### src/rtl/mca_pkg.sv
package mca_pkg;
  // Default operand width; small enough for an exhaustive sweep.
  localparam int unsigned DEFAULT_WIDTH = 6;
  // Smallest width for which a top cell and a carry below it both exist.
  localparam int unsigned MIN_WIDTH = 2;
endpackage

### src/rtl/mca_cell.sv
// One fast-carry cell: propagate term, carry selector, sum XOR.
module mca_cell (
  input  logic x_i,
  input  logic y_i,
  input  logic c_i,
  output logic c_o,
  output logic s_o
);
  logic prop;

  always_comb begin
    prop = x_i ^ y_i;
    // Operands equal -> y_i is the carry; operands differ -> pass c_i.
    c_o  = prop ? c_i : y_i;
    s_o  = prop ^ c_i;
  end

  always_comb begin
    AST_CELL_MAJORITY: assert (c_o == ((x_i & y_i) | (x_i & c_i) | (y_i & c_i)))
      else $error("cell carry is not the majority of its inputs");
    AST_CELL_COUNT: assert ({c_o, s_o} == (2'(x_i) + 2'(y_i) + 2'(c_i)))
      else $error("cell carry/sum do not encode the input count");
  end
endmodule

### src/rtl/mca_chain.sv
// Ripple chain of WIDTH cells; exposes the top two carries.
module mca_chain #(
  parameter int unsigned WIDTH = mca_pkg::DEFAULT_WIDTH
) (
  input  logic [WIDTH-1:0] x_i,
  input  logic [WIDTH-1:0] y_i,
  input  logic             c_i,
  output logic [WIDTH-1:0] s_o,
  output logic             c_top_o,
  output logic             c_msb_in_o
);
  localparam int unsigned TOP = WIDTH - 1;

  logic [WIDTH:0] carry;

  assign carry[0] = c_i;

  for (genvar gi = 0; gi < WIDTH; gi++) begin : g_cell
    mca_cell u_cell (
      .x_i (x_i[gi]),
      .y_i (y_i[gi]),
      .c_i (carry[gi]),
      .c_o (carry[gi+1]),
      .s_o (s_o[gi])
    );
  end

  assign c_top_o    = carry[WIDTH];
  assign c_msb_in_o = carry[TOP];
endmodule

### src/rtl/mca_overflow.sv
// Signed overflow from the carries around the most significant cell.
module mca_overflow (
  input  logic c_top_i,
  input  logic c_msb_in_i,
  output logic ovf_o
);
  always_comb ovf_o = c_top_i ^ c_msb_in_i;
endmodule

### src/rtl/mux_carry_adder.sv
module mux_carry_adder #(
  parameter int unsigned WIDTH = mca_pkg::DEFAULT_WIDTH
) (
  input  logic [WIDTH-1:0] a_i,
  input  logic [WIDTH-1:0] b_i,
  input  logic             cin_i,
  output logic [WIDTH-1:0] sum_o,
  output logic             cout_o,
  output logic             ovf_o
);
  localparam int unsigned MSB = WIDTH - 1;

  logic c_top;
  logic c_msb_in;

  if (WIDTH < mca_pkg::MIN_WIDTH) begin : g_bad_width
    initial $error("WIDTH must be at least 2");
  end

  mca_chain #(.WIDTH(WIDTH)) u_chain (
    .x_i        (a_i),
    .y_i        (b_i),
    .c_i        (cin_i),
    .s_o        (sum_o),
    .c_top_o    (c_top),
    .c_msb_in_o (c_msb_in)
  );

  mca_overflow u_ovf (
    .c_top_i    (c_top),
    .c_msb_in_i (c_msb_in),
    .ovf_o      (ovf_o)
  );

  assign cout_o = c_top;

  always_comb begin
    AST_OVERFLOW_SIGN: assert (ovf_o == ((a_i[MSB] == b_i[MSB]) && (sum_o[MSB] != a_i[MSB])))
      else $error("overflow flag disagrees with the sign rule");
    AST_FULL_RIPPLE: assert (!((&a_i) && (b_i == '0)) || (cout_o == cin_i && sum_o == {WIDTH{!cin_i}}))
      else $error("carry-in did not ripple through the full chain");
  end
endmodule

### config.mk
export PLATFORM = sky130hd
export DESIGN_NAME = mux_carry_adder
export DESIGN_NICKNAME = d
export VERILOG_FILES = /design/src/rtl/mca_pkg.sv /design/src/rtl/mca_cell.sv /design/src/rtl/mca_chain.sv /design/src/rtl/mca_overflow.sv /design/src/rtl/mux_carry_adder.sv
export SDC_FILE = /design/constraint.sdc
export NUM_CORES = 1
export LEC_CHECK = 0
export BUFFER_PORTS_ARGS = -buffer_cell sky130_fd_sc_hd__buf_2
export CORE_AREA = 2 2 39 41
export DETAILED_ROUTE_END_ITERATION = 12
export DIE_AREA = 0 0 41 43
export PLACE_DENSITY_LB_ADDON = 0.15
export SETUP_SLACK_MARGIN = 0.5
export SYNTH_ARGS = -nofsm -noshare
export SYNTH_HDL_FRONTEND = slang
export SYNTH_HIERARCHICAL = 1
export SYNTH_SLANG_ARGS = --single-unit
### constraint.sdc
create_clock -name vclk -period 3.74
set_clock_uncertainty 0.1 [all_clocks]
set_input_delay 0.187 -clock vclk [all_inputs]
set_output_delay 0.187 -clock vclk [all_outputs]
set_load 0.005 [all_outputs]
# Yosys cells after proc, flatten, opt, wreduce, memory -nomap -nowiden

Cells that the tools add are included.
W data, S select, Z words.

Bitwise gates (word level): 13
Muxes and demuxes: 6

Operators by type and width:

| kind          | number |
|---|---|
| $xor A1 B1 Y1 | 13 |
| $mux W1       | 6 |

Register bits after elaboration: 0
Input bits: 13
Output and inout bits: 8
Logic and storage cells: 19

# Depth between registers and ports, before layout

Word-level depth: 8
Mapped depth: 7
Mapped depth without buffers: 7

# Hierarchy

The synthesis kept the hierarchy.

Modules (own cells, without submodules):

| module       | area each (um^2) | sequential area each (um^2) | instances | cells an instance |
|---|---|---|---|---|
| mca_cell     | 33.8             | 0.0                         | 6         | 2 |
| mca_overflow | 8.8              | 0.0                         | 1         | 1 |

# Least setup slack after synthesis

Ideal clock, no wire load.

Path kind: input to output
From: input port cin_i
To: output port ovf_o
Data arrival time: 2.694 ns
Setup slack: 0.759 ns
Cell stages on the path: 7
Required time: 3.453 ns
Cells stage by stage: maj3_1 -> maj3_1 -> maj3_1 -> maj3_1 -> maj3_1 -> maj3_1 -> xor2_1

Word-level cells in the longest chain between the ends: 7

RTL lines:

| element                    | RTL line              | RTL |
|---|---|---|
| from (decl)                | mux_carry_adder.sv:6  | `input logic cin_i,` |
| $mux W1 (2 in series)      | mca_cell.sv:14        | `c_o = prop ? c_i : y_i;` |
| named net u_chain.carry[2] | mca_chain.sv:14       | `logic [WIDTH:0] carry;` |
| $mux W1                    | mca_cell.sv:14        |  |
| named net u_chain.carry[3] | mca_chain.sv:14       |  |
| $mux W1                    | mca_cell.sv:14        |  |
| named net u_chain.carry[4] | mca_chain.sv:14       |  |
| $mux W1                    | mca_cell.sv:14        |  |
| named net c_msb_in         | mux_carry_adder.sv:14 | `logic c_msb_in;` |
| $mux W1                    | mca_cell.sv:14        |  |
| named net cout_o           | mux_carry_adder.sv:8  | `output logic cout_o,` |
| $xor A1 B1 Y1              | mca_overflow.sv:7     | `always_comb ovf_o = c_top_i ^ c_msb_in_i;` |
| to (decl)                  | mux_carry_adder.sv:9  | `output logic ovf_o` |

The timed path passes the listed nets, and every way through them passes these cells.

# Worst setup path after layout

From: input port cin_i
To: output port ovf_o

Word-level cells in the longest chain between the ends: 7

RTL lines:

| element                    | RTL line |
|---|---|
| $mux W1 (*)                | mca_cell.sv:14 |
| named net u_chain.carry[1] | mca_chain.sv:14 |
| $mux W1 (*)                | mca_cell.sv:14 |
| named net u_chain.carry[2] | mca_chain.sv:14 |
| $mux W1 (*)                | mca_cell.sv:14 |
| named net u_chain.carry[3] | mca_chain.sv:14 |
| $mux W1 (*)                | mca_cell.sv:14 |
| named net u_chain.carry[4] | mca_chain.sv:14 |
| $mux W1 (*)                | mca_cell.sv:14 |
| named net c_msb_in         | mux_carry_adder.sv:14 |
| $mux W1                    | mca_cell.sv:14 |
| $xor A1 B1 Y1 (*)          | mca_overflow.sv:7 |

The timed path passes the listed nets; every way through them passes the cells marked *.

==> out/summary.txt <==
Die Wd: 41 um
Final Hold Viols: 0
WL final: 450 um
Slew Limit Fails: 0
Crit start category: input pin
CP Max Fanout: 3
Hold Crit Start: cin_i
Routed WL per cell: 9.00 um
Mapped Area: 211 um2
Drt first pass iters: 1
Final antenna-violating net count: 0
Final Util: 0.245
Min cycle time layout: 3130 ps
Crit path DAT: 2840 ps
Core area: 1380 um2
Total Negative Setup Slacks: 0 ps
Power per cell area: 170 nW/um2
Grt ovf: 0
Worst slew pin tran: 108 ps
First-pass GRT wire length: 621 um
Peak VDD IR: 46.0 uV
I/O Buffers: 21
DRT iter0 DRCs: 0
DR vias: 202
# clk buffers: 0
Crit Path Category: in -> out
Largest net degree at the start of global routing: 4
Leakage power: 0.000193 uW
CP Launch Point: cin_i
Syn nets: 26
Worst Path Buf+Inv: 2
Critical Path Max Stage Delay: 400 ps
GRT busiest layer: met2
Fin crit share: 0.836
Register Area: 0 um2
Routing usage on met1: 0.0321
I/O pins: 21
DIE AREA: 1760 um2
GR Util All Layers: 0.0461
Post-synth top area share: 0.675
Worst EP required: 3450 ps
Fmax: 320 MHz
Fill count: 157
Placer Congestion: 0.680
Cells after synthesis: 13
Via density: 4.04
Vias in the first global route: 188
Most used cell, CP: maj3_1
Synth warnings: 6
Slew HR: 0.928
Worst hold path class: in -> out
Initial antenna violation count: 0
Largest area contributor in the netlist: xor3_1
Seq cells: 0
Status: finished clean
Share of layout cells above drive strength 1: 0.676
FP Rows: 14
Residual DRC: 0
Area growth syn-to-layout: 60.4%
Diode count: 0
Initial Utilization: 0.153
Die height: 43 um
Setup violators final: 0
Max Cap Viol: 0
GR met2 Demand/Resource: 0.109
Post-CTS setup buffer count: 0
Met3 usage: 0.00524
Mean Syn Cell Area: 16.3 um2
Nets: 49
Top delay family on crit path: adder cells
Largest cells by area after synthesis: xor3_1, maj3_1, xor2_1
CP max stage cell: maj3_1
Endpoint class of the critical path: primary output
Seq/Total Area, Yosys: 0
Distinct cells, synth: 3
RSZ-0062 raised after global routing: false
CP Cell Sequence: buf_2 > maj3_1 > maj3_2 > maj3_1 > maj3_1 > maj3_2 > maj3_1 > xor2_1 > buf_2
==> synth_stat cells, drive strengths merged <==
cell	instances
xor3	6
maj3	6
xor2	1
==> worst min-delay path: stages <==
cell and delay, ps:
buf_2 90, xor3_1 130, buf_2 100
==> routing by layer <==
metal | vias to the layer above | part of all wire
met2 | 17 | 0.51
li1 | 93 | -
met4 | 0 | 0
met1 | 92 | 0.29
met5 | - | 0
met3 | 0 | 0.19
==> logic make-up after synthesis <==
family | synth area share
XOR/XNOR | 0.716
adder cells (fa/ha/maj) | 0.284
==> path summary, 6_finish.rpt <==
path | endpoint | slack (ps) | depth (start not counted)
worst max-delay path | ovf_o | 610 | 9
worst min-delay path | sum_o[0] | 600 | 3
==> through the flow <==
stage | total power (uW) | area (um2) | std cells | hold slack (ps) | setup slack, ps
after floorplan | 32.7 | 211 | 13 | 412 | 759
after global placement | 56.9 | 337 | 50 | 597 | 495
after detailed placement | 58.4 | 337 | 50 | 606 | 438
after CTS | 58.9 | 338 | 50 | 608 | 515
after global routing | 63.2 | 339 | 50 | 630 | 526
final | 57.8 | 339 | 50 | 602 | 614
==> area by class of cell <==
cell class | instances | area, um2 | share of cell area
multi-input cells | 13 | 214 | 0.631
repair buffers | 21 | 105 | 0.310
well taps | 16 | 20.0 | 0.0590
==> timing repair <==
| item | in CTS | in global routing |
|---|---|---|
| resized for setup | 1 | 1 |
| hold buffers | 0 | 0 |
| setup endpoints to repair | 1 | 1 |
==> cells in the final DEF, fill, tap and decap left out <==
master  instances
maj3_2          2
maj3_1          4
xor3_1          6
xor2_1          1
buf_2          21
==> power breakdown <==
part | switching, uW | internal [uW]
clock | 0 | 0
sequential | 0 | 0
combinational | 19.8 | 37.9
total | 19.8 | 37.9
Note: power is estimated with default switching activity, not from simulation.
